===== src/rtl/uart_rxq_pkg.sv =====
package uart_rxq_pkg;

    // Error tag kept beside each byte; the bit order matches line-status bits 4..1
    typedef struct packed {
        logic brk;
        logic frm;
        logic par;
        logic ovr;
    } rx_tag_t;

    // Trigger level picked by control bits 7:6
    function automatic logic [4:0] trig_level(input logic [1:0] sel);
        case (sel)
            2'b00:   return 5'd1;
            2'b01:   return 5'd4;
            2'b10:   return 5'd8;
            default: return 5'd14;
        endcase
    endfunction

endpackage


===== src/rtl/rxq_store.sv =====
// Byte and tag storage for the receive buffer.
// Decides which arrivals and reads are accepted. Merges overrun flags into the
// newest entry's tag. Reports the tag of any entry that becomes (or is at) the
// head, and keeps a count of tagged entries.
// Assumes DEPTH is a power of two; single-entry mode reuses the same pointers.
module rxq_store
    import uart_rxq_pkg::*;
#(
    parameter int DEPTH = 16,
    parameter int DW    = 8
) (
    input  logic                         clk,
    input  logic                         rst_n,
    input  logic                         fifo_on,
    input  logic                         flush,
    input  logic                         rx_valid,
    input  logic [DW-1:0]                rx_byte,
    input  rx_tag_t                      rx_tag,
    input  logic                         rd_req,
    output logic                         push_ok,
    output logic                         pop_ok,
    output logic                         overrun,
    output logic [$clog2(DEPTH+1)-1:0]   level,
    output logic [DW-1:0]                head_data,
    output logic                         hl_valid,
    output rx_tag_t                      hl_tag,
    output logic [$clog2(DEPTH+1)-1:0]   tag_cnt
);
    localparam int AW = $clog2(DEPTH);
    localparam int CW = $clog2(DEPTH+1);

    logic [DW-1:0] mem_d [DEPTH];
    rx_tag_t       mem_t [DEPTH];
    logic [AW-1:0] rd_ptr, wr_ptr, last_ptr, next_ptr;
    logic [CW-1:0] cap;
    rx_tag_t       head_tag, last_tag, ovr_only;
    logic          inc_tag, dec_tag;

    assign cap       = fifo_on ? CW'(DEPTH) : CW'(1);
    assign last_ptr  = wr_ptr - AW'(1);
    assign next_ptr  = rd_ptr + AW'(1);
    assign head_tag  = mem_t[rd_ptr];
    assign last_tag  = mem_t[last_ptr];
    assign head_data = mem_d[rd_ptr];
    assign ovr_only  = '{brk: 1'b0, frm: 1'b0, par: 1'b0, ovr: 1'b1};

    // Acceptance: a read in the same cycle makes room for an arrival
    always_comb begin
        pop_ok  = rd_req && (level != '0) && !flush;
        push_ok = rx_valid && !flush && ((level < cap) || pop_ok);
        overrun = rx_valid && !flush && (level >= cap) && !pop_ok;
    end

    // Head-change detection and the tag that is exposed
    always_comb begin
        hl_valid = 1'b0;
        hl_tag   = '0;
        if (push_ok && level == '0) begin
            hl_valid = 1'b1;
            hl_tag   = rx_tag;
        end else if (pop_ok && level >= CW'(2)) begin
            hl_valid = 1'b1;
            hl_tag   = mem_t[next_ptr];
        end else if (pop_ok && push_ok) begin
            hl_valid = 1'b1;
            hl_tag   = rx_tag;
        end else if (overrun && level == CW'(1)) begin
            hl_valid = 1'b1;
            hl_tag   = ovr_only;
        end
    end

    assign inc_tag = (push_ok && rx_tag != '0) || (overrun && last_tag == '0);
    assign dec_tag = pop_ok && head_tag != '0;

    // Storage write: new entry, or overrun merge into the newest entry
    always_ff @(posedge clk) begin
        if (push_ok) begin
            mem_d[wr_ptr] <= rx_byte;
            mem_t[wr_ptr] <= rx_tag;
        end else if (overrun) begin
            mem_t[last_ptr].ovr <= 1'b1;
        end
    end

    // Pointers, fill level and tagged-entry count
    always_ff @(posedge clk) begin
        if (!rst_n || flush) begin
            rd_ptr  <= '0;
            wr_ptr  <= '0;
            level   <= '0;
            tag_cnt <= '0;
        end else begin
            if (pop_ok)  rd_ptr <= next_ptr;
            if (push_ok) wr_ptr <= wr_ptr + AW'(1);
            level   <= level + CW'(push_ok) - CW'(pop_ok);
            tag_cnt <= tag_cnt + CW'(inc_tag) - CW'(dec_tag);
        end
    end

endmodule


===== src/rtl/rxq_timer.sv =====
// Character-time timeout counter.
// Counts char_tick pulses after the last restart and emits a one-cycle fire
// after CHARS ticks. Stop has priority over restart, and restart over counting.
module rxq_timer #(
    parameter int CHARS = 4
) (
    input  logic clk,
    input  logic rst_n,
    input  logic restart,
    input  logic stop,
    input  logic tick,
    output logic fire
);
    localparam int TW = (CHARS > 1) ? $clog2(CHARS) : 1;

    logic          armed;
    logic [TW-1:0] cnt;

    assign fire = armed && tick && !restart && !stop && (cnt == TW'(CHARS - 1));

    // Arm, count ticks and disarm on expiry
    always_ff @(posedge clk) begin
        if (!rst_n || stop) begin
            armed <= 1'b0;
            cnt   <= '0;
        end else if (restart) begin
            armed <= 1'b1;
            cnt   <= '0;
        end else if (armed && tick) begin
            if (fire) armed <= 1'b0;
            else      cnt   <= cnt + TW'(1);
        end
    end

endmodule


===== src/rtl/rxq_status.sv =====
// Request and line-status error state.
// Holds the data, timeout and line-status requests and the accumulated error
// bits. Assumes the accept and head-change qualifiers come from rxq_store.
module rxq_status
    import uart_rxq_pkg::*;
#(
    parameter int CW = 5
) (
    input  logic          clk,
    input  logic          rst_n,
    input  logic          flush,
    input  logic          push_ok,
    input  logic          pop_ok,
    input  logic [CW-1:0] next_level,
    input  logic [CW-1:0] thr,
    input  logic          fire,
    input  logic          hl_valid,
    input  rx_tag_t       hl_tag,
    input  logic          lsr_rd,
    output logic          rx_irq,
    output logic          to_irq,
    output logic          ls_irq,
    output rx_tag_t       err_bits
);
    // Data request: set at threshold on arrival, cleared below it on read
    always_ff @(posedge clk) begin
        if (!rst_n || flush)                    rx_irq <= 1'b0;
        else if (push_ok && next_level == thr)  rx_irq <= 1'b1;
        else if (pop_ok && next_level < thr)    rx_irq <= 1'b0;
    end

    // Timeout request: set on expiry, cleared by any data read
    always_ff @(posedge clk) begin
        if (!rst_n || flush || pop_ok) to_irq <= 1'b0;
        else if (fire)                 to_irq <= 1'b1;
    end

    // Error bits and line-status request: a head load wins over a clearing read
    always_ff @(posedge clk) begin
        if (!rst_n) begin
            err_bits <= '0;
            ls_irq   <= 1'b0;
        end else if (hl_valid && hl_tag != '0) begin
            err_bits <= (lsr_rd ? rx_tag_t'('0) : err_bits) | hl_tag;
            ls_irq   <= 1'b1;
        end else if (lsr_rd) begin
            err_bits <= '0;
            ls_irq   <= 1'b0;
        end
    end

endmodule


===== src/rtl/uart_rx_fifo.sv =====
// Receive buffer of a 16550-class UART with per-byte error tags.
// Holds the control register, derives the flush and threshold from it, and
// joins storage, timeout and status. Assumes strobes are one cycle wide and that
// char_tick comes from baud logic that already knows the line settings.
module uart_rx_fifo
    import uart_rxq_pkg::*;
#(
    parameter int DEPTH    = 16,
    parameter int DW       = 8,
    parameter int TO_CHARS = 4
) (
    input  logic                       clk,
    input  logic                       rst_n,
    input  logic                       rx_valid,
    input  logic [DW-1:0]              rx_byte,
    input  logic [2:0]                 rx_err,
    input  logic                       rd_pop,
    output logic [DW-1:0]              rd_data,
    input  logic                       fcr_we,
    input  logic [7:0]                 fcr_wdata,
    output logic [7:0]                 fcr_q,
    output logic                       tx_flush,
    input  logic                       lsr_rd,
    output logic [7:0]                 lsr_data,
    input  logic                       char_tick,
    output logic [$clog2(DEPTH+1)-1:0] rx_level,
    output logic                       rx_irq,
    output logic                       to_irq,
    output logic                       ls_irq
);
    localparam int CW = $clog2(DEPTH+1);

    logic          fifo_on, flush;
    logic          push_ok, pop_ok, overrun, hl_valid, fire;
    logic          restart, stop;
    logic [CW-1:0] next_level, thr, tag_cnt;
    logic [DW-1:0] head_data;
    rx_tag_t       in_tag, hl_tag, err_bits;

    assign fifo_on    = fcr_q[0];
    assign flush      = fcr_we && (fcr_wdata[1] || (fcr_wdata[0] != fcr_q[0]));
    assign thr        = fifo_on ? CW'(trig_level(fcr_q[7:6])) : CW'(1);
    assign in_tag     = '{brk: rx_err[2], frm: rx_err[1] | rx_err[2], par: rx_err[0], ovr: 1'b0};
    assign next_level = rx_level + CW'(push_ok) - CW'(pop_ok);
    assign restart    = (rx_valid && !flush) || (pop_ok && next_level != '0);
    assign stop       = flush || (pop_ok && next_level == '0);
    assign rd_data    = (rx_level != '0) ? head_data : '0;
    assign lsr_data   = {fifo_on && (tag_cnt != '0), 2'b00, err_bits, rx_level != '0};

    // Control register with bits 5:4 masked, and the transmit flush pulse
    always_ff @(posedge clk) begin
        if (!rst_n) begin
            fcr_q    <= '0;
            tx_flush <= 1'b0;
        end else begin
            tx_flush <= fcr_we && fcr_wdata[2];
            if (fcr_we) fcr_q <= fcr_wdata & 8'hCF;
        end
    end

    rxq_store #(.DEPTH(DEPTH), .DW(DW)) u_store (
        .clk(clk), .rst_n(rst_n), .fifo_on(fifo_on), .flush(flush),
        .rx_valid(rx_valid), .rx_byte(rx_byte), .rx_tag(in_tag), .rd_req(rd_pop),
        .push_ok(push_ok), .pop_ok(pop_ok), .overrun(overrun), .level(rx_level),
        .head_data(head_data), .hl_valid(hl_valid), .hl_tag(hl_tag), .tag_cnt(tag_cnt)
    );

    rxq_timer #(.CHARS(TO_CHARS)) u_timer (
        .clk(clk), .rst_n(rst_n), .restart(restart), .stop(stop),
        .tick(char_tick), .fire(fire)
    );

    rxq_status #(.CW(CW)) u_status (
        .clk(clk), .rst_n(rst_n), .flush(flush), .push_ok(push_ok), .pop_ok(pop_ok),
        .next_level(next_level), .thr(thr), .fire(fire), .hl_valid(hl_valid),
        .hl_tag(hl_tag), .lsr_rd(lsr_rd), .rx_irq(rx_irq), .to_irq(to_irq),
        .ls_irq(ls_irq), .err_bits(err_bits)
    );

endmodule


===== config.mk =====
export PLATFORM = sky130hd
export DESIGN_NAME = uart_rx_fifo
export DESIGN_NICKNAME = d
export VERILOG_FILES = /design/src/rtl/uart_rxq_pkg.sv /design/src/rtl/rxq_store.sv /design/src/rtl/rxq_timer.sv /design/src/rtl/rxq_status.sv /design/src/rtl/uart_rx_fifo.sv
export SDC_FILE = /design/constraint.sdc
export NUM_CORES = 1
export LEC_CHECK = 0
export BUFFER_PORTS_ARGS = -buffer_cell sky130_fd_sc_hd__buf_2
export CORE_UTILIZATION = 42
export DETAILED_ROUTE_END_ITERATION = 6
export GPL_ROUTABILITY_DRIVEN = 0
export PLACE_DENSITY = 0.57
export SLEW_MARGIN = 20
export SYNTH_ARGS = -nofsm -noshare
export SYNTH_HDL_FRONTEND = slang
export SYNTH_HIERARCHICAL = 1
export SYNTH_SLANG_ARGS = --single-unit

===== constraint.sdc =====
create_clock -name clk -period 5.1 [get_ports clk]
set_input_delay 0.255 -clock clk [delete_from_list [all_inputs] [get_ports clk]]
set_output_delay 0.255 -clock clk [all_outputs]
set_load 0.005 [all_outputs]

**Yosys cells after proc, flatten, opt, wreduce, memory -nomap -nowiden**

Memories as Yosys holds them, arrays and structs flattened. A register that Yosys moved wholly into a read port is not among the register bits.
Cells that the tools add are included.

- Logic and storage cells: 127
- Input bits: 26
- Register bits after elaboration: 35
- Memories: 2
- Bits in writable memories: 192
- Output and inout port bits: 33

Memory list:

| name | depth | bits a word | rd ports | clocked after memory_dff | write ports | line | source |
|---|---|---|---|---|---|---|---|
| u_store.mem_d | 16 | 8 | 1 | 1 | 1 | rxq_store.sv:32 | `logic [DW-1:0] mem_d [DEPTH];` |
| u_store.mem_t | 16 | 4 | 3 | 1 | 1 | rxq_store.sv:33 | `rx_tag_t mem_t [DEPTH];` |

- Reduce and logical (&&, ||, !) cells: 56
- Mux-type cells: 33
- Bitwise gates (word level): 3
- Equality and inequality tests: 6
- Magnitude comparators: 4
- Add/subtract/negate cells: 8

Operators with widths:

| operator | number |
|---|---|
| 2-to-1 mux 4 bit | 11 |
| logical AND 1 bit | 25 |
| 2-to-1 mux 1 bit | 17 |
| nonzero test 5 bit | 3 |
| case mux 4 bit (3 select lines) | 1 |
| nonzero test 4 bit | 3 |
| adder 5 x 1 -> 5 bit | 2 |
| logical NOT 5 bit | 2 |
| less-than comparator 5 bit | 2 |
| 2-to-1 mux 5 bit | 2 |
| subtractor 5 x 1 -> 5 bit | 2 |
| adder 4 x 1 -> 4 bit, second input constant | 2 |
| logical OR 1 bit | 8 |
| 2-to-1 mux 8 bit | 1 |
| nonzero test 2 bit | 4 |
| == test 5 x 1 -> 1 bit, second input constant | 1 |
| == test 5 bit | 1 |
| >= comparator 5 x 2 -> 1 bit, second input constant | 1 |
| >= comparator 5 bit | 1 |
| logical NOT 1 bit | 5 |
| == test 2 bit, second input constant | 2 |
| logical NOT 4 bit | 1 |
| OR 4 bit | 1 |
| AND reduction 2 bit | 2 |
| other kinds (10) | 10 |

**Longest topological paths before layout**

Gate-level depths: netlist of run 1.

- Depth in word-level cells: 19
- Depth in mapped cells: 23
- Gate-level depth less buffers: 22

**Modules after synthesis**

Netlist of run 1, hierarchy kept.

Modules (own cells, without submodules):

| module | instances | cells each | area an instance (sq um) |
|---|---|---|---|
| rxq_store | 1 | 567 | 9648.0 |
| uart_rx_fifo | 1 | 76 | 638.1 |
| rxq_status | 1 | 42 | 385.4 |
| rxq_timer | 1 | 16 | 183.9 |

**Worst setup path after synthesis of run 1**

Ideal clock, no wire load.

- Kind: register -> register
- Start: reg u_store.level[1]
- End: reg u_timer.cnt[1]
- Buffers on the path: 0
- Slack: 600 ps
- Arrival time: 4379 ps
- Cell stages (with the launch flop): 21
- Data required time: 4979 ps
- Clock period less this slack: 4500 ps
- Setup time: 121 ps
- Path through: dfxtp_1 > inv_1 > ha_1 > nand2b_4 > a31oi_4 > o21ai_2 > nand2_1 > inv_2 > inv_1 > ha_1 > inv_1 > ha_1 > inv_1 > fa_1 > nand2b_1 > a21oi_2 > xnor2_1 > or4_1 > o21ai_0 > and4bb_1 > mux2_2

- Elaborated cells between the ends (all ways): 23

RTL lines:

| element | line | source |
|---|---|---|
| from (decl) | rxq_store.sv:23 | `output logic [$clog2(DEPTH+1)-1:0] level,` |
| from (signal assigned) | rxq_store.sv:96 | `level <= level + CW'(push_ok) - CW'(pop_ok);` |
| parallel branches: the longest is 3 deep, another holds less-than comparator 5 bit | - |  |
| logical OR 1 bit * | rxq_store.sv:50 | `push_ok = rx_valid && !flush && ((level < cap) \|\| pop_ok);` |
| logical AND 1 bit * | rxq_store.sv:50 |  |
| net push_ok | uart_rx_fifo.sv:34 | `logic push_ok, pop_ok, overrun, hl_valid, fire;` |
| adder 5 x 1 -> 5 bit * | uart_rx_fifo.sv:44 | `assign next_level = rx_level + CW'(push_ok) - CW'(pop_ok);` |
| subtractor 5 x 1 -> 5 bit * | uart_rx_fifo.sv:44 |  |
| net next_level[4] | uart_rx_fifo.sv:36 | `logic [CW-1:0] next_level, thr, tag_cnt;` |
| logical NOT 5 bit * | uart_rx_fifo.sv:46 | `assign stop = flush \|\| (pop_ok && next_level == '0);` |
| logical AND 1 bit * | uart_rx_fifo.sv:46 |  |
| logical OR 1 bit * | uart_rx_fifo.sv:46 |  |
| net stop | uart_rx_fifo.sv:35 | `logic restart, stop;` |
| logical NOT 1 bit | rxq_timer.sv:19 | `assign fire = armed && tick && !restart && !stop && (cnt == TW'(CHARS - 1));` |
| logical AND 1 bit (2 in a row) | rxq_timer.sv:19 |  |
| NOT 1 bit (no line) | - |  |
| AND reduction 2 bit (no line) | - |  |
| to (signal assigned) | rxq_timer.sv:31 | `else cnt <= cnt + TW'(1);` |
| to (decl) | rxq_timer.sv:17 | `logic [TW-1:0] cnt;` |

Mark *: on every way through the listed nets, which the timed path passes.
A chain may end at the register's enable or synchronous reset.

**Worst setup path after layout of run 1**

- Start: reg fcr_q[0]
- End: reg u_timer.cnt[1]

- Elaborated cells between the ends (all ways): 27

RTL lines:

| element | line | source |
|---|---|---|
| from (decl) | uart_rx_fifo.sv:21 | `output logic [7:0] fcr_q,` |
| from (signal assigned) | uart_rx_fifo.sv:57 | `if (fcr_we) fcr_q <= fcr_wdata & 8'hCF;` |
| parallel branches: the longest is 6 deep, another holds less-than comparator 5 bit | - |  |
| logical AND 1 bit * | rxq_store.sv:50 |  |
| net push_ok | uart_rx_fifo.sv:34 |  |
| adder 5 x 1 -> 5 bit * | uart_rx_fifo.sv:44 |  |
| subtractor 5 x 1 -> 5 bit * | uart_rx_fifo.sv:44 |  |
| net next_level[4] | uart_rx_fifo.sv:36 |  |
| logical NOT 5 bit * | uart_rx_fifo.sv:46 |  |
| logical AND 1 bit * | uart_rx_fifo.sv:46 |  |
| logical OR 1 bit * | uart_rx_fifo.sv:46 |  |
| net stop | uart_rx_fifo.sv:35 |  |
| logical NOT 1 bit | rxq_timer.sv:19 |  |
| logical AND 1 bit (2 in a row) | rxq_timer.sv:19 |  |
| NOT 1 bit (no line) | - |  |
| AND reduction 2 bit (no line) | - |  |

Marks and branches as above.

==> results of run 1 <==
worst max-delay path by stage:
| stage | startpoint | to | slack [ns] | depth (start not counted) |
|---|---|---|---|---|
| 2_1_floorplan | u_store/level[1]$_SDFF_PP0_ | u_timer/cnt[1]$_SDFFE_PP0P_ | 0.60 | 20 |
| 3_3_place_gp | fcr_q[0]$_SDFFE_PN0P_ | u_timer/cnt[0]$_SDFFE_PP0P_ | 0.54 | 20 |
| 3_5_place_dp | fcr_q[0]$_SDFFE_PN0P_ | u_timer/cnt[1]$_SDFFE_PP0P_ | 0.33 | 20 |
| 4_1_cts | fcr_q[0]$_SDFFE_PN0P_ | u_timer/cnt[1]$_SDFFE_PP0P_ | 0.31 | 20 |
| 5_1_grt | fcr_q[0]$_SDFFE_PN0P_ | u_timer/cnt[1]$_SDFFE_PP0P_ | 0.1 | 20 |
| 6_report | fcr_q[0]$_SDFFE_PN0P_ | u_timer/cnt[1]$_SDFFE_PP0P_ | 0.50 | 20 |
cell usage after synthesis (4+ instances only):
cell type,count
sky130_fd_sc_hd__ha_1,35
sky130_fd_sc_hd__a211oi_1,4
sky130_fd_sc_hd__nor3_1,10
sky130_fd_sc_hd__buf_4,4
sky130_fd_sc_hd__nand3_1,7
sky130_fd_sc_hd__and2_1,9
sky130_fd_sc_hd__dfxtp_1,39
sky130_fd_sc_hd__inv_1,37
sky130_fd_sc_hd__nor4_1,18
sky130_fd_sc_hd__and3_1,4
sky130_fd_sc_hd__mux4_2,51
sky130_fd_sc_hd__edfxtp_1,192
sky130_fd_sc_hd__mux4_1,11
sky130_fd_sc_hd__a21oi_1,17
sky130_fd_sc_hd__a21o_1,4
sky130_fd_sc_hd__clkbuf_1,10
sky130_fd_sc_hd__nor2b_1,25
sky130_fd_sc_hd__o21ai_0,8
sky130_fd_sc_hd__nand2_1,17
sky130_fd_sc_hd__nand2b_1,9
sky130_fd_sc_hd__xor2_1,9
sky130_fd_sc_hd__a22oi_1,4
sky130_fd_sc_hd__xnor2_1,9
sky130_fd_sc_hd__mux2i_1,17
sky130_fd_sc_hd__a22o_1,4
sky130_fd_sc_hd__nor2_1,57
sky130_fd_sc_hd__buf_6,9
power groups by stage:
stage	combinational [W]	clock, W	sequential [W]
after global placement	0.00181	0	0.00227
after detailed placement	0.00185	0	0.00227
final	0.00184	0.00166	0.00224
after CTS	0.00186	0.00169	0.00224
after floorplan	0.00138	0	0.00226
after global routing	0.00206	0.00177	0.00225
what timing repair did:
action	4_1_cts	5_1_grt
setup endpoints to repair	0	3
hold buffers	2	0
hold endpoints to repair	2	0
resized for setup	0	1
sequential cells by signal (all words and copies together) (netlist names), named ones only:
name	flops
u_status/err_bits	4
u_store/tag_cnt	5
u_store/mem_t	64
fcr_q	6
u_status/ls_irq	1
u_store/mem_d	128
tx_flush	1
u_store/rd_ptr	4
u_status/to_irq	1
u_store/wr_ptr	4
u_store/level	5
u_status/rx_irq	1
u_timer/cnt	2
u_timer/armed	1
worst register-to-register path, delay by kind of cell (launching register included):
family                   cells  cell delay (ns)
AND/OR/NAND/NOR              4             1.11
multiplexers                 1             0.26
flip-flops                   1             0.50
adder cells (fa/ha/maj)      4             1.17
buffers and inverters        6             0.47
AO/OA/AOI/OAI                4             0.87
XOR/XNOR                     1             0.10
stage by stage:
| step | hold slack (ns) | instance area, µm² | util [%] |
|---|---|---|---|
| 2_1_floorplan | 0.3539 | 10880 | - |
| 3_3_place_gp | 0.4493 | 11510 | 45.57 |
| 3_5_place_dp | 0.4706 | 11510 | 45.57 |
| 4_1_cts | 0.0003623 | 12280 | 48.62 |
| 5_1_grt | 0.02311 | 12290 | 48.65 |
| 6_report | 0.003789 | 12290 | 48.65 |
cell usage in the layout, fill, tap and decap left out, drive strengths merged, types with 20 or more instances in the layout:
master and instances:
a21oi 20, nor2 59, ha 35, nor2b 27
edfxtp 192, inv 38, mux4 62, clkbuf 36
buf 70, dfxtp 39, nor4 20
layout make-up:
| class | count | area share [%] |
|---|---|---|
| multi-input combinational | 410 | 32.70 |
| tap | 330 | 3.360 |
| sequential | 231 | 53.29 |
| clock inverter | 8 | 0.6110 |
| clock buffer | 36 | 5.499 |
| inverter | 38 | 1.161 |
| timing repair buffer | 72 | 3.381 |
cells by family (layout without fill, tap and decap cells):
| family | after synthesis | after routing | share of synthesized area (%) |
|---|---|---|---|
| multiplexers | 83 | 83 | 15.26 |
| AO/OA/AOI/OAI | 73 | 73 | 5.221 |
| buffers and inverters | 67 | 154 | 3.112 |
| XOR/XNOR | 19 | 19 | 1.602 |
| other | 1 | 8 | 0.03454 |
| flip-flops | 231 | 231 | 60.30 |
| AND/OR/NAND/NOR | 189 | 189 | 9.878 |
| adder cells (fa/ha/maj) | 38 | 38 | 4.587 |
metal layers:
layer / vias up / share of wire (%)
met1: 3135 / 42
met2: 175 / 50
li1: 2868 / -
met5: - / 0
met4: 0 / 2.4
met3: 37 / 5.0
==> flow_metrics.env, run 1 <==
export IMPL_min_delay_start="fcr_wdata[6]"
export IMPL_synth_top_cell_area_share_pct=53.11
export IMPL_dp_hpwl_um=16780
export IMPL_drt_first_iter_violations=462
export IMPL_std_cell_rows=58
export IMPL_cts_tree="yes"
export IMPL_slowest_cell_on_the_critical_path="sky130_fd_sc_hd__or4_1"
export IMPL_postSynthRegisterBits=231
export IMPL_synth_top_cells_by_area="sky130_fd_sc_hd__edfxtp_1 (53%), sky130_fd_sc_hd__mux4_2 (11%), sky130_fd_sc_hd__dfxtp_1 (7.2%), sky130_fd_sc_hd__ha_1 (4.0%), sky130_fd_sc_hd__mux4_1 (2.7%)"
export IMPL_floorplan_die_area_um2=26490
export IMPL_cp_top_family="adder cells"
export IMPL_max_cap_violations=0
export IMPL_totalPowerFinal_w=0.005737
export IMPL_worst_hold_path_type="input pin to flop"
export IMPL_num_nets_final=841
export IMPL_numPlacedInstances=1079
export IMPL_num_vias=6215
export IMPL_postSynthCellCount=701
export IMPL_globalRoute_totalOverflow=0
export IMPL_number_of_vias_per_cell=5.524
export IMPL_initial_antenna_violation_count=0
export IMPL_post_route_drc_count=0
export IMPL_library_cell_used_as_clock_root_buffer="sky130_fd_sc_hd__clkbuf_16"
export IMPL_grt_total_usage_pct=19.00
export IMPL_synth_ff_type="sky130_fd_sc_hd__edfxtp_1"
export IMPL_grt_busiest_layer="met2"
export IMPL_die_w_um=162.8
export IMPL_htreeDepth=1
export IMPL_number_of_buffers_between_clock_root_and_the_deepest_sink=3
export IMPL_multi_input_area_um2=4018
export IMPL_post_cts_repair_setup_buffers=0
export IMPL_intPower_w=0.003985
export IMPL_fill_cells=2156
export IMPL_finalClockSkew_ns=0.01297
export IMPL_p_switching_w=0.001751
export IMPL_clk_insertion_delay_late_ns=0.52
export IMPL_fp_dieH_um=162.8
export IMPL_whs_path_cells=3
export IMPL_areaGrowthSynthToFinish_pct=13.19
export IMPL_maximum_number_of_pins_on_one_net_before_global_route_repair=34
export IMPL_unrepaired_setup_endpoints_after_global_routing="false"
export IMPL_setup_tns_ns=0
export IMPL_critical_path_arrival_ns=5.00
export IMPL_path_buf_inv=6
export IMPL_cp_max_fo=8
export IMPL_core_region_area_um2=25250
export IMPL_crit_path_cell_trace="inv_1 -> ha_1 -> inv_1 -> a31oi_4 -> o21ai_2 -> nand2_1 -> inv_2 -> inv_1 -> ha_1 -> inv_1 -> ha_1 -> inv_1 -> fa_1 -> nand2b_1 -> a21oi_2 -> xnor2_1 -> or4_1 -> o21ai_1 -> and4bb_1 -> mux2_2"
export IMPL_finalCritPeriodShare_pct=90.16
export IMPL_globalRouteMet1Util_pct=24.87
export IMPL_number_of_enable_flip_flop_cells_after_synthesis=192
export IMPL_ys_async_sr_fraction_pct=0
export IMPL_r2r_start="fcr_q[0]$_SDFFE_PN0P_"
export IMPL_critical_path_most_common_cell="sky130_fd_sc_hd__inv_1"
export IMPL_timing_final_ws_setup_ns=0.5020
export IMPL_hold_end="fcr_q[6]$_SDFFE_PN0P_"
export IMPL_power_share_combinational_pct=32.1
export IMPL_timing_final_crit_period_ns=4.598
export IMPL_critical_path_startpoint_type="flop"
export IMPL_max_stage_delay_ns=0.53
export IMPL_reg2reg_to="u_timer/cnt[1]$_SDFFE_PP0P_"
export IMPL_power_frac_clock_pct=28.9
export IMPL_place_port_buffers=52
export IMPL_worst_setup_hold_path_clk_slew_ns=0.06
export IMPL_drive_above_1_share_pct=23.65
export IMPL_finalSetupViolCount=0
export IMPL_antenna_cells=0
export IMPL_globalRouteMet3Util_pct=3.107
export IMPL_power_switching_fraction_pct=30.53
export IMPL_result_of_the_run="finished clean"
export IMPL_final_cells=1125
export IMPL_yosys_warnings=6
export IMPL_worst_endpoint_required_ns=5.51
export IMPL_design_portCount=59
export IMPL_timing_max_transition_violations_final=0
export IMPL_cts_buffers=24
export IMPL_ff_latch_area_um2=6548
export IMPL_avgSynthCellArea_um2=15.49
export IMPL_transition_time_at_the_pin_with_the_least_slew_margin_ns=1.019
export IMPL_detail_route_wirelength_um=24250
export IMPL_netlist_cell_type_count=80
export IMPL_wire_length_of_the_first_global_routing_pass_um=37730
export IMPL_criticalPathCategory="flop to flop"
export IMPL_timing_critical_path_to_type="flop"
export IMPL_cts_num_sinks=231
export IMPL_first_global_vias=6538
export IMPL_worst_r2r_setup_slack_ns=0.50
export IMPL_detail_route_first_pass_iterations=5
export IMPL_global_route_usage_met2_pct=32.71
export IMPL_synthesis_area_um2=10860
export IMPL_floorplan_initialDensity_pct=42.98
export IMPL_number_of_cells_traversed_by_the_worst_register_to_register_path=20
export IMPL_hold_violations=0
export IMPL_placement_setup_worst_slack_ns=0.3338
export IMPL_avgRoutedWirePerCell_um=21.55
export IMPL_detail_route_antenna_nets=0
export IMPL_register_area_share_after_synthesis_pct=60.30
export IMPL_irDropWorstVdd_mv=0.2466
export IMPL_highest_clock_rate_mhz=217.5
export IMPL_synth_top_cell_by_area="sky130_fd_sc_hd__edfxtp_1"
export IMPL_power_density_nw_per_um2=466.9
export IMPL_p_leak_nw=4.212
export IMPL_tightest_slew_margin_relative_to_the_limit_pct=31.35
export IMPL_sequentialPowerShare_pct=39.0
(Power assumes the default switching activity.)
==> run 2, diff against run 1 <==
- CORE_UTILIZATION: 42 -> 45
- PLACE_DENSITY: 0.57 -> 0.61
==> run 2 against run 1 <==
  * Utilization rose by 3.5 points
  * Sequential share of layout area stayed put
  * First-iteration DRC count decreased by 4.5%
  * Sequential cell count unchanged
  * Final cell count fell by 1.1%
  * Combinational power barely moved
  * Die area is 6.6% lower
  * Critical path depth unchanged
  * Register-to-register slack worse by 0.096 ns
  * Largest power group unchanged
  * Highest routed layer unchanged
==> flow_metrics.env, run 2 (synthesized netlist as in run 1, its figures left out) <==
export IMPL_result_of_the_run="finished clean"
export IMPL_setup_tns_ns=0
export IMPL_initial_antenna_violation_count=0
export IMPL_max_stage_delay_ns=0.53
export IMPL_top_flop_regs="u_store/mem_d (128), u_store/mem_t (64), fcr_q (6)"
export IMPL_core_region_area_um2=23540
export IMPL_route_met3_wl_um=948
export IMPL_worst_endpoint_required_ns=5.51
export IMPL_antenna_cells=0
export IMPL_transition_time_at_the_pin_with_the_least_slew_margin_ns=1.060
export IMPL_tightest_slew_margin_relative_to_the_limit_pct=28.57
export IMPL_first_global_vias=6592
export IMPL_power_density_nw_per_um2=470.4
export IMPL_avgRoutedWirePerCell_um=21.80
export IMPL_cts_buffers=24
export IMPL_timing_final_crit_period_ns=4.694
export IMPL_highest_clock_rate_mhz=213.0
export IMPL_wire_length_of_the_first_global_routing_pass_um=37630
export IMPL_finalSetupViolCount=0
export IMPL_maximum_number_of_pins_on_one_net_before_global_route_repair=34
export IMPL_critical_path_startpoint_type="flop"
export IMPL_final_cell_mix="sky130_fd_sc_hd__edfxtp_1 (192), sky130_fd_sc_hd__nor2_1 (57), sky130_fd_sc_hd__buf_2 (52), sky130_fd_sc_hd__mux4_2 (51), sky130_fd_sc_hd__dfxtp_1 (38)"
export IMPL_registers_top_by_ff_count="u_store/mem_d"
export IMPL_cts_num_sinks=231
export IMPL_crit_path_cell_trace="inv_1 -> ha_1 -> inv_1 -> a31oi_4 -> o21ai_2 -> nand2_1 -> inv_2 -> inv_1 -> ha_1 -> inv_1 -> ha_1 -> inv_1 -> fa_1 -> nand2b_1 -> a21oi_2 -> xnor2_1 -> or4_1 -> o21ai_0 -> and4bb_1 -> mux2_2"
export IMPL_clk_insertion_delay_late_ns=0.52
export IMPL_grt_total_usage_pct=20.52
export IMPL_unrepaired_setup_endpoints_after_global_routing="false"
export IMPL_dr_wl_met2_um=12430
export IMPL_globalRoute_totalOverflow=0
export IMPL_drive_above_1_share_pct=23.68
export IMPL_finalCritPeriodShare_pct=92.05
export IMPL_floorplan_die_area_um2=24750
export IMPL_num_nets_final=840
export IMPL_numPlacedInstances=1065
export IMPL_post_cts_hold_buffer_count=4
export IMPL_worst_hold_path_type="input pin to flop"
export IMPL_top_signal_layer_used="met4"
export IMPL_timing_max_transition_violations_final=0
export IMPL_criticalPathCategory="flop to flop"
export IMPL_detail_route_antenna_nets=0
export IMPL_fp_dieH_um=157.3
export IMPL_critical_path_most_common_cell="sky130_fd_sc_hd__inv_1"
export IMPL_hold_violations=0
export IMPL_place_port_buffers=52
export IMPL_die_w_um=157.3
export IMPL_critical_path_arrival_ns=5.10
export IMPL_post_cts_resized_instances=0
export IMPL_timing_critical_path_to_type="flop"
export IMPL_detail_route_wirelength_um=24260
export IMPL_dp_hpwl_um=16720
export IMPL_max_ffs_per_register=128
export IMPL_number_of_vias_per_cell=5.686
export IMPL_worst_setup_hold_path_clk_slew_ns=0.06
export IMPL_drt_first_iter_violations=441
export IMPL_library_cell_used_as_clock_root_buffer="sky130_fd_sc_hd__clkbuf_16"
export IMPL_std_cell_rows=56
export IMPL_floorplan_initialDensity_pct=46.11
export IMPL_htreeDepth=1
export IMPL_p_leak_nw=4.210
export IMPL_number_of_buffers_between_clock_root_and_the_deepest_sink=3
export IMPL_post_route_drc_count=0
export IMPL_design_portCount=59
export IMPL_final_common_cell="sky130_fd_sc_hd__edfxtp_1"
export IMPL_num_vias=6328
export IMPL_areaGrowthSynthToFinish_pct=13.19
export IMPL_max_cap_violations=0
export IMPL_detail_route_first_pass_iterations=4
export IMPL_finalClockSkew_ns=0.009031
export IMPL_final_cells=1113
export IMPL_slowest_cell_on_the_critical_path="sky130_fd_sc_hd__or4_1"
export IMPL_irDropWorstVdd_mv=0.2477
export IMPL_cts_tree="yes"
export IMPL_met1_length_um=10340
export IMPL_cp_max_fo=8
export IMPL_post_cts_repair_setup_buffers=0
run 2: changes by cell type in the layout (fill, tap and decap cells not counted), sizes merged:
cell         previous run  this run
clkbuf                 36        34
clkinvlp                0         1
dlygate4sd3             2         4
buf                    70        67
clkinv                  7         6
inv                    38        40
run 2: final cells by class:
type / count / area [µm²]
Clock inverter: 10 / 98.84
Inverter: 38 / 142.6
Tap cell: 319 / 399.1
Fill cell: 1992 / 11260
Timing Repair Buffer: 71 / 412.9
Clock buffer: 34 / 668.1
Sequential cell: 231 / 6548
Multi-Input combinational cell: 410 / 4018
run 2: power by group:
part	switching (W)	internal, W	total [W]
logic	0.00100	0.000855	0.00186
registers	0.0000634	0.00217	0.00223
clock network	0.000715	0.000973	0.00169
total	0.00178	0.00400	0.00578
run 2: stage by stage:
stage | hold WS (ns) | worst slack (ns) | util [%] | instance area, µm² | power, W
after floorplan | 0.3539 | 0.6003 | - | 10880 | 0.003637
after global placement | 0.4503 | 0.5429 | 48.72 | 11470 | 0.004061
after detailed placement | 0.4563 | 0.3714 | 48.72 | 11470 | 0.004122
after CTS | 0.01138 | 0.3669 | 52.15 | 12280 | 0.005823
after global routing | 0.04224 | 0.04305 | 52.19 | 12290 | 0.006106
final | 0.01554 | 0.4055 | 52.19 | 12290 | 0.005780
run 2: routing by layer:
layer  global-route usage (%)  vias up
li1                         -     2860
met1                    26.55     3251
met2                    36.43      182
met3                    2.533       35
met4                    5.363        0
met5                        0        -
run 2: critical path, delay by kind of cell (launching register included):
kind,cells,cell delay (ns)
xor+xnor,1,0.10
mux,1,0.26
buf+inv,6,0.44
fa+ha+maj,4,1.16
simple gates,4,1.11
flops,1,0.48
compound gates,4,1.02
run 2: worst paths after layout:
kind         cells after the start                           end  slack [ns]                    startpoint
max                             20   u_timer/cnt[0]$_SDFFE_PP0P_        0.41         fcr_q[0]$_SDFFE_PN0P_
min                              3         fcr_q[1]$_SDFFE_PN0P_        0.02                  fcr_wdata[1]
max reg2reg                     20   u_timer/cnt[0]$_SDFFE_PP0P_        0.41         fcr_q[0]$_SDFFE_PN0P_
min reg2reg                      2  u_status/ls_irq$_SDFFE_PN0P_        0.47  u_status/ls_irq$_SDFFE_PN0P_
